## src/rtl/edc_pkg.sv

```systemverilog
package edc_pkg;
  // Number of position-coded check bits needed for dw data bits
  function automatic int ham_bits(int dw);
    int p;
    p = 0;
    while ((1 << p) < dw + p + 1) p++;
    return p;
  endfunction

  // Codeword position (1-based) of data bit j: j-th non power of two
  function automatic int data_pos(int j);
    int cnt;
    cnt = 0;
    for (int pos = 3; pos < 1024; pos++) begin
      if ((pos & (pos - 1)) != 0) begin
        if (cnt == j) return pos;
        cnt++;
      end
    end
    return 0;
  endfunction

  // Data bits covered by check bit i
  function automatic logic [255:0] cover_mask(int i, int dw);
    logic [255:0] m;
    m = '0;
    for (int j = 0; j < dw; j++) m[j] = ((data_pos(j) >> i) & 1) != 0;
    return m;
  endfunction
endpackage

```

## src/rtl/edc_encoder.sv

```systemverilog
module edc_encoder #(
  parameter int DATA_W = 32,
  parameter int HAM_W  = 6
) (
  input  logic [DATA_W-1:0] data,
  output logic [HAM_W:0]    chk
);
  for (genvar i = 0; i < HAM_W; i++) begin : g_par
    localparam logic [255:0] MASK = edc_pkg::cover_mask(i, DATA_W);
    assign chk[i] = ^(data & MASK[DATA_W-1:0]);
  end
  assign chk[HAM_W] = (^data) ^ (^chk[HAM_W-1:0]);
endmodule

```

## src/rtl/edc_syndrome.sv

```systemverilog
module edc_syndrome #(
  parameter int DATA_W = 32,
  parameter int HAM_W  = 6
) (
  input  logic [DATA_W-1:0] data,
  input  logic [HAM_W:0]    chk_in,
  output logic [HAM_W:0]    chk_calc,
  output logic [HAM_W-1:0]  syn,
  output logic              single,
  output logic              multi
);
  localparam logic [HAM_W-1:0] TOP_POS = HAM_W'(DATA_W + HAM_W);

  logic odd;
  logic in_range;

  edc_encoder #(.DATA_W(DATA_W), .HAM_W(HAM_W)) u_enc (
    .data (data),
    .chk  (chk_calc)
  );

  assign syn      = chk_in[HAM_W-1:0] ^ chk_calc[HAM_W-1:0];
  assign odd      = (^data) ^ (^chk_in);
  assign in_range = (syn <= TOP_POS);
  assign single   = odd && in_range;
  assign multi    = (odd && !in_range) || (!odd && (syn != '0));
endmodule

```

## src/rtl/edc_corrector.sv

```systemverilog
module edc_corrector #(
  parameter int DATA_W = 32,
  parameter int HAM_W  = 6
) (
  input  logic [DATA_W-1:0] data,
  input  logic [HAM_W-1:0]  syn,
  input  logic              single,
  output logic [DATA_W-1:0] fixed
);
  logic [DATA_W-1:0] flip;
  for (genvar j = 0; j < DATA_W; j++) begin : g_bit
    localparam logic [HAM_W-1:0] POS = HAM_W'(edc_pkg::data_pos(j));
    assign flip[j] = single && (syn == POS);
  end
  assign fixed = data ^ flip;
endmodule

```

## src/rtl/edc_unit.sv

```systemverilog
module edc_unit #(
  parameter int DATA_W = 32,
  localparam int HAM_W = edc_pkg::ham_bits(DATA_W),
  localparam int CHK_W = HAM_W + 1
) (
  input  logic              clk,
  input  logic              rst_n,
  input  logic              in_valid,
  output logic              in_ready,
  input  logic              in_write,
  input  logic [DATA_W-1:0] in_data,
  input  logic [CHK_W-1:0]  in_check,
  input  logic              diag_en,
  input  logic [CHK_W-1:0]  diag_check,
  output logic              det_valid,
  output logic              det_single,
  output logic              det_multi,
  output logic              out_valid,
  input  logic              out_ready,
  output logic [DATA_W-1:0] out_data,
  output logic [CHK_W-1:0]  out_check,
  output logic              out_single,
  output logic              out_multi
);
  logic              adv;
  logic [CHK_W-1:0]  calc;
  logic [HAM_W-1:0]  syn_c;
  logic              sgl_c, mul_c;

  logic              s1_valid, s1_single, s1_multi;
  logic [DATA_W-1:0] s1_data;
  logic [CHK_W-1:0]  s1_check;
  logic [HAM_W-1:0]  s1_syn;
  logic [DATA_W-1:0] fixed;

  assign adv      = !out_valid || out_ready;
  assign in_ready = adv;

  edc_syndrome #(.DATA_W(DATA_W), .HAM_W(HAM_W)) u_syn (
    .data     (in_data),
    .chk_in   (in_check),
    .chk_calc (calc),
    .syn      (syn_c),
    .single   (sgl_c),
    .multi    (mul_c)
  );

  // Stage 1: detection
  always_ff @(posedge clk or negedge rst_n) begin
    if (!rst_n) begin
      s1_valid  <= 1'b0;
      s1_single <= 1'b0;
      s1_multi  <= 1'b0;
      s1_data   <= '0;
      s1_check  <= '0;
      s1_syn    <= '0;
    end else if (adv) begin
      s1_valid <= in_valid;
      s1_data  <= in_data;
      if (in_write) begin
        s1_check  <= diag_en ? diag_check : calc;
        s1_syn    <= '0;
        s1_single <= 1'b0;
        s1_multi  <= 1'b0;
      end else begin
        s1_check  <= in_check;
        s1_syn    <= syn_c;
        s1_single <= sgl_c;
        s1_multi  <= mul_c;
      end
    end
  end

  assign det_valid  = s1_valid;
  assign det_single = s1_valid && s1_single;
  assign det_multi  = s1_valid && s1_multi;

  edc_corrector #(.DATA_W(DATA_W), .HAM_W(HAM_W)) u_fix (
    .data   (s1_data),
    .syn    (s1_syn),
    .single (s1_single),
    .fixed  (fixed)
  );

  // Stage 2: correction
  always_ff @(posedge clk or negedge rst_n) begin
    if (!rst_n) begin
      out_valid  <= 1'b0;
      out_data   <= '0;
      out_check  <= '0;
      out_single <= 1'b0;
      out_multi  <= 1'b0;
    end else if (adv) begin
      out_valid  <= s1_valid;
      out_data   <= fixed;
      out_check  <= s1_check;
      out_single <= s1_valid && s1_single;
      out_multi  <= s1_valid && s1_multi;
    end
  end
endmodule

```

## config.mk

```make
export PLATFORM = sky130hd
export DESIGN_NAME = edc_unit
export DESIGN_NICKNAME = d
export VERILOG_FILES = /design/src/rtl/edc_pkg.sv /design/src/rtl/edc_encoder.sv /design/src/rtl/edc_syndrome.sv /design/src/rtl/edc_corrector.sv /design/src/rtl/edc_unit.sv
export SDC_FILE = /design/constraint.sdc
export NUM_CORES = 1
export LEC_CHECK = 0
export CAP_MARGIN = 20
export CORE_UTILIZATION = 52
export DETAILED_ROUTE_END_ITERATION = 10
export PLACE_DENSITY = 0.86
export SLEW_MARGIN = 20
export SYNTH_ARGS = -nofsm -noshare
export SYNTH_HDL_FRONTEND = slang
export SYNTH_SLANG_ARGS = --single-unit
```

## constraint.sdc

```tcl
create_clock -name clk -period 1.75 [get_ports clk]
set_input_delay 0.175 -clock clk [delete_from_list [all_inputs] [get_ports clk]]
set_output_delay 0.175 -clock clk [all_outputs]
set_load 0.005 [all_outputs]
```

==> run metrics, run 1 <==
outcome=finished, violations left; failing checks=setup timing; Int Pwr=between 5000 and 6000 uW; RSZ-0062 raised after global routing=true; Crit Path Class=input port to flop; worst min path class=input port to flop; critical path capture point type=flop; CP Launch Type=input port; first-pass GRT wire length=roughly 26000 um; CTS Buffer Depth=2; Vias=4940; DRT iter0 DRCs=623; clock sinks=90; critical path required time=2.02 ns; Worst Path Arrival=between 2 and 3 ns; synthesized area=between 4000 and 5000 um2; CP peak stage delay=0.54 ns; fin crit share=1.430; switching part of the total=0.3811; Layout Nets=743; crit-path cells=buf_2 -> xnor2_2 -> xnor3_1 -> xnor3_2 -> xnor2_4 -> nor4_4 -> or4b_4 -> a32o_1; Tot Pwr=roughly 9500 uW; Setup Viol. Count Final=18; Post-Syn Nets=~570; Worst slew margin=0.6443; Worst-path clk slew=~0.1 ns; leading area contributor after synthesis=dfrtp_1; initial antenna violation count=1; H-Tree Depth=3; Net Sw Power=3603 uW; clock skew=0.009961 ns; sequential share of power=0.319; cell count after synthesis=just over 500; gr usage total=0.3611; die area=approximately 9800 um2; share of cells above drive strength 1=0.2859; fin crit period=2.503 ns; CTS tree=yes; crit path max-delay cell type=or4b_4; # IOs=98; mean post-synth cell area=approximately 9.4 um2; Seq cells post-synth=90; later-pin clock latency in the skew report=approximately 0.38 ns; WL per Instance=24.76 um; Detail Placement HPWL=10020 um; CTS buffer count=9; WL final=19930 um; Max Cap Viol=0; Max IR drop VDD=about 950 uV; total grt overflow=0; final core occ=0.8248; DRC Markers=0; achievable frequency=399.5 MHz; P per Cell Area=1289 nW/um2; largest net degree at the start of global routing=between 70 and 80; CP max FO=3; Pleak=about 0.0034 uW; worst setup margin=-0.7531 ns; Clock Tree Root=clkbuf_8; DR pass1 iterations=6; Core Region=between 8000 and 9000 um2; gpl congestion=approximately 1.0; Layout area overhead=50.51%; Port Buffers=97; synth warn=0; Initial Util=0.5480; Die Y=98.80 um; post-route antenna net violation count=0; Final Hold Fails=0; clock power share=0.162; Synth top area share=0.4622; Area contributors post-synth=dfrtp_1, nand2_1, xnor2_1, xnor3_1, xor2_1; Seq/Total Area, Yosys=0.4622; Top Family by Delay on Critical Path=XOR/XNOR gates; routed vias/inst=slightly above 6; Critical path buffers and inverters=1; Die Wd=around 99 um; row count=34; max-slew violation count=0; vias in the first global route=~4800; Slew @ Worst Pin=0.5335 ns; Gate power share=0.519; synth unique cells=36
-- cell usage after synthesis (all sizes together) --
cell / count
or4b: 1
nand2b: 7
xor2: 33
xnor2: 52
nor3: 4
nor2b: 6
inv: 2
o21ai: 37
nand3b: 2
a32o: 1
nor2: 20
and2: 3
a31oi: 3
buf: 4
o211ai: 3
nor3b: 2
mux2: 1
dfrtp: 90
nand3: 5
nand2: 182
nor4: 1
a21o: 1
a22o: 6
and3b: 2
a21oi: 3
a311oi: 1
clkbuf: 21
a211oi: 1
xnor3: 17
nand4: 1
mux2i: 4
-- layout make-up --
class                      instances  area (um2)
clock inverter                     6       65.06
multi-input combinational        399        2998
antenna                            1       2.502
sequential                        90        2256
timing repair buffer             189        1725
fill                             408        1558
inverter                           2       13.76
clock buffer                      10       137.6
tap                              108       135.1
-- power by group through the flow --
stage / registers [uW] / clock network, uW / logic [uW]
after global placement: 2900 / 0 / 3250
after floorplan: 2780 / 0 / 1870
after detailed placement: 2940 / 0 / 3390
after global routing: 3030 / 1590 / 5040
after CTS: 2900 / 1500 / 3970
final: 3010 / 1530 / 4910
-- flip-flops by register name, indices dropped and copies added (netlist names), 6 cells and up --
signal / count
s1_data: 32
out_check: 7
s1_check: 7
out_data: 32
s1_syn: 6
-- cells in the final DEF, fill, tap and decap left out, types with 4 or more instances in the layout --
cell type / n
a22o_1: 5
xnor2_2: 20
nor2b_1: 5
dfrtp_1: 87
nand2b_1: 7
clkbuf_8: 10
buf_4: 70
xnor3_1: 8
mux2i_1: 4
buf_2: 10
xnor2_1: 22
o21ai_0: 33
nand2_1: 182
nor2_1: 20
xnor2_4: 10
xnor3_2: 9
xor2_4: 4
nand3_1: 5
clkdlybuf4s50_1: 63
xor2_1: 25
buf_6: 33
xor2_2: 4
-- per-stage QoR --
| step | instance area [um2] | setup WS, ns | hold WS, ns | TNS [ns] | std cells |
|---|---|---|---|---|---|
| 2_1_floorplan | 4895 | -0.6225 | -0.1206 | -1.035 | 516 |
| 3_3_place_gp | 6445 | -1.167 | 0.1110 | -9.915 | 762 |
| 3_5_place_dp | 6445 | -1.292 | 0.1173 | -11.10 | 762 |
| 4_1_cts | 7091 | -0.6713 | 0.06220 | -1.791 | 798 |
| 5_1_grt | 7333 | -0.8025 | 0.06184 | -3.919 | 805 |
| 6_report | 7333 | -0.7531 | 0.06681 | -3.240 | 805 |
-- tightest hold or removal path, cell delays in order --
cell and delay [ns]:
buf_6 0.11, nand2_1 0.06, nand2_1 0.06
-- worst paths after layout --
path | startpoint | to | slack, ns | cells after the start
min reg2reg | out_data[13] | out_data[13] | 0.48 | 2
max reg2reg | s1_syn[3] | out_data[1] | -0.04 | 5
min in group asynchronous | rst_n | s1_data[24] | 0.27 | 2
min | in_data[10] | s1_data[10] | 0.07 | 3
max | in_data[19] | s1_multi | -0.75 | 8
max in group asynchronous | rst_n | out_data[4] | 0.87 | 3
-- metal layers --
layer	routed length, um	vias to the layer above	GRT usage
met5	0	-	0
met1	6525	2311	0.4166
met4	1900	0	0.2135
met3	2158	176	0.08652
met2	9343	448	0.6143
li1	-	2005	-
-- cell families (layout without fill, tap and decap cells) --
| kind of cell | Yosys count | in the layout | synth area share |
|---|---|---|---|
| AO/OA/AOI/OAI | 56 | 56 | 0.06754 |
| XOR/XNOR | 102 | 102 | 0.2391 |
| buffers and inverters | 27 | 207 | 0.02080 |
| flip-flops | 90 | 90 | 0.4622 |
| multiplexers | 5 | 5 | 0.01053 |
| other | 0 | 1 | 0 |
| AND/OR/NAND/NOR | 236 | 236 | 0.1998 |
-- repair_timing --
item | 4_1_cts | 5_1_grt
hold endpoints to repair | 26 | 0
setup endpoints to repair | 16 | 22
resized for setup | 161 | 64
buffers inserted | 21 | 14
pin swaps | 46 | 39
hold buffers | 1 | 0
Note: power is estimated with default switching activity, not from simulation.
==> run 2: changes to the inputs <==
--- a/config.mk
+++ b/config.mk
@@ -6,6 +6,7 @@
 export NUM_CORES = 1
 export LEC_CHECK = 0
 export CAP_MARGIN = 20
+export CORE_MARGIN = 10
 export CORE_UTILIZATION = 52
 export DETAILED_ROUTE_END_ITERATION = 10
 export PLACE_DENSITY = 0.86
==> constraint.sdc (replaced) <==
create_clock -name clk -period 1.75 [get_ports clk]
set_input_delay 0.35 -clock clk [delete_from_list [all_inputs] [get_ports clk]]
set_output_delay 0.35 -clock clk [all_outputs]
set_load 0.005 [all_outputs]
==> run metrics, run 2 (synthesized netlist as in run 1, its figures left out) <==
CP max FO=3 (unchanged); crit-path cells=buf_6 -> xnor3_1 -> xnor3_2 -> xnor2_4 -> xnor3_2 -> nor4_2 -> or4b_1 -> a32o_1; Worst slew margin=0.7115 (+0.06720); Fin Setup TNS=-3.410 ns (-0.1700 ns); DR pass1 iterations=6 (unchanged); crit path from=in_data[5]; Port Buffers=97 (unchanged); clock skew=0.01002 ns (+0.00005567 ns); later-pin clock latency in the skew report=0.37 ns (about the same); RR Endpoint=out_data[21]; failing checks=setup timing; CTS tree=yes; biggest regs=out_data (32), s1_data (32); Detail Placement HPWL=10790 um (+7.7%); gpl congestion=0.9108 (-10%); reg2reg path depth=6 (+1); clock sinks=90 (unchanged); gr usage total=0.2209 (-0.1402); RSZ-0062 raised after global routing=true; Die Y=116.8 um (+18%); DRC Markers=0 (unchanged); Worst-path clk slew=0.09 ns (about the same); largest net degree at the start of global routing=68 (-6.8%); final instance area=7378 um2 (+0.61%); hold-critical path depth=3 (unchanged); Setup Viol. Count Final=14 (-4); row count=35 (+2.9%); Slew @ Worst Pin=0.4294 ns (-0.1041 ns); Worst Hold Endpoint=s1_data[19]; Final Hold Fails=0 (unchanged); vias in the first global route=4535 (-5.1%); Diodes inserted=0 (-1); # IOs=98 (unchanged); Worst Path Arrival=2.83 ns (+0.05 ns); share of cells above drive strength 1=0.2818 (-0.004088); Max Cap Viol=0 (unchanged); worst hold slack=0.2291 ns (+0.1623 ns); H-Tree Depth=3 (unchanged); worst min path class=input port to flop; WL per Instance=21.30 um (-14%); reg-to-reg setup timing slack=-0.01 ns (+0.03 ns); Crit Path Class=input port to flop; WL final=17260 um (-13%); DRT iter0 DRCs=465 (-25%); Vias=4665 (-5.6%); max-slew violation count=0 (unchanged); total grt overflow=0 (unchanged); P per Cell Area=1242 nW/um2 (-3.7%); Initial Util=0.5298 (-0.01819); HP Start=in_data[19]; CP Launch Type=input port; most common cell after layout, fill and taps aside=nand2_1; CP peak stage delay=0.51 ns (-0.03 ns); pre-CTS setup slack=-1.415 ns (-0.1230 ns); Top Family by Delay on Critical Path=XOR/XNOR gates; fin crit share=1.470 (+0.03928); worst r2r src=s1_single; critical path capture point type=flop; Layout Nets=746 (+0.40%); Core Region=9196 um2 (+3.4%); most frequent cells in the layout=nand2_1, dfrtp_1, buf_4, clkdlybuf4s50_1, o21ai_0; cell mode on critical path=xnor3_2; routed vias/inst=5.759 (-6.1%); Layout area overhead=51.44%; # fillers=506 (+24%); CTS Buffer Depth=2 (unchanged); post-route antenna net violation count=0 (unchanged); Max IR drop VDD=789.7 uV (-17%); die area=13640 um2 (+40%); crit path max-delay cell type=or4b_1; Clock Tree Root=clkbuf_8; Placed Area=6544 um2 (+1.5%); initial antenna violation count=0 (-1); worst setup margin=-0.8218 ns (-0.06874 ns); Pleak=0.003484 uW (+1.2%); fin crit period=2.572 ns (+0.06874 ns); first-pass GRT wire length=23160 um (-11%); achievable frequency=388.8 MHz (-2.7%); CTS buffer count=9 (unchanged); Critical path buffers and inverters=1 (unchanged); Die Wd=116.8 um (+18%); outcome=finished, violations left; critical path required time=2.01 ns (about the same)
[run 2: metal layers]
layer,GRT usage,up-vias,routed length [um]
met4,0.1063,0,1040
met3,0.04383,96,1362
met2,0.3817,309,8737
li1,-,2014,-
met5,0,-,0
met1,0.2578,2246,6117
[run 2: repair_timing]
action | 4_1_cts | 5_1_grt
hold endpoints to repair | 30 | 0
pin swaps | 50 | 30
resized for setup | 168 | 61
endpoints found under the setup margin | 19 | 21
setup buffers | 15 | 10
hold buffers | 1 | 0
[run 2: final cells by class]
class	count	area, um2	area share
sequential	90	2253	0.3054
timing repair buffer	192	1795	0.2433
clock buffer	10	137.6	0.01865
inverter	2	7.507	0.001017
multi-input combinational	399	2950	0.3999
clock inverter	6	95.09	0.01289
tap	111	138.9	0.01882
[run 2: worst max path at each step]
stage / end / slack [ns] / depth (start not counted)
2_1_floorplan: s1_multi / -0.80 / 7
3_3_place_gp: s1_multi / -1.38 / 10
3_5_place_dp: s1_multi / -1.42 / 8
4_1_cts: s1_multi / -0.85 / 9
5_1_grt: s1_multi / -0.82 / 8
6_report: s1_multi / -0.82 / 8
[run 2: power breakdown]
part | switching [uW] | internal [uW]
sequential | 431 | 2510
combinational | 1940 | 2600
clock | 822 | 860
[run 2: metrics by stage]
| step | util | std cells | total power, uW |
|---|---|---|---|
| after floorplan | - | 516 | 4650 |
| after global placement | 0.7116 | 774 | 6286 |
| after detailed placement | 0.7116 | 774 | 6410 |
| after CTS | 0.7754 | 805 | 8542 |
| after global routing | 0.8023 | 810 | 9522 |
| final | 0.8023 | 810 | 9166 |
[run 2: worst register-to-register path, stage by stage, from the launching register on]
cell and delay (ns):
dfrtp_1 0.44, buf_4 0.15, and3b_1 0.31, nand3_1 0.21, nor2_1 0.23, xnor2_1 0.17
o21ai_0 0.13
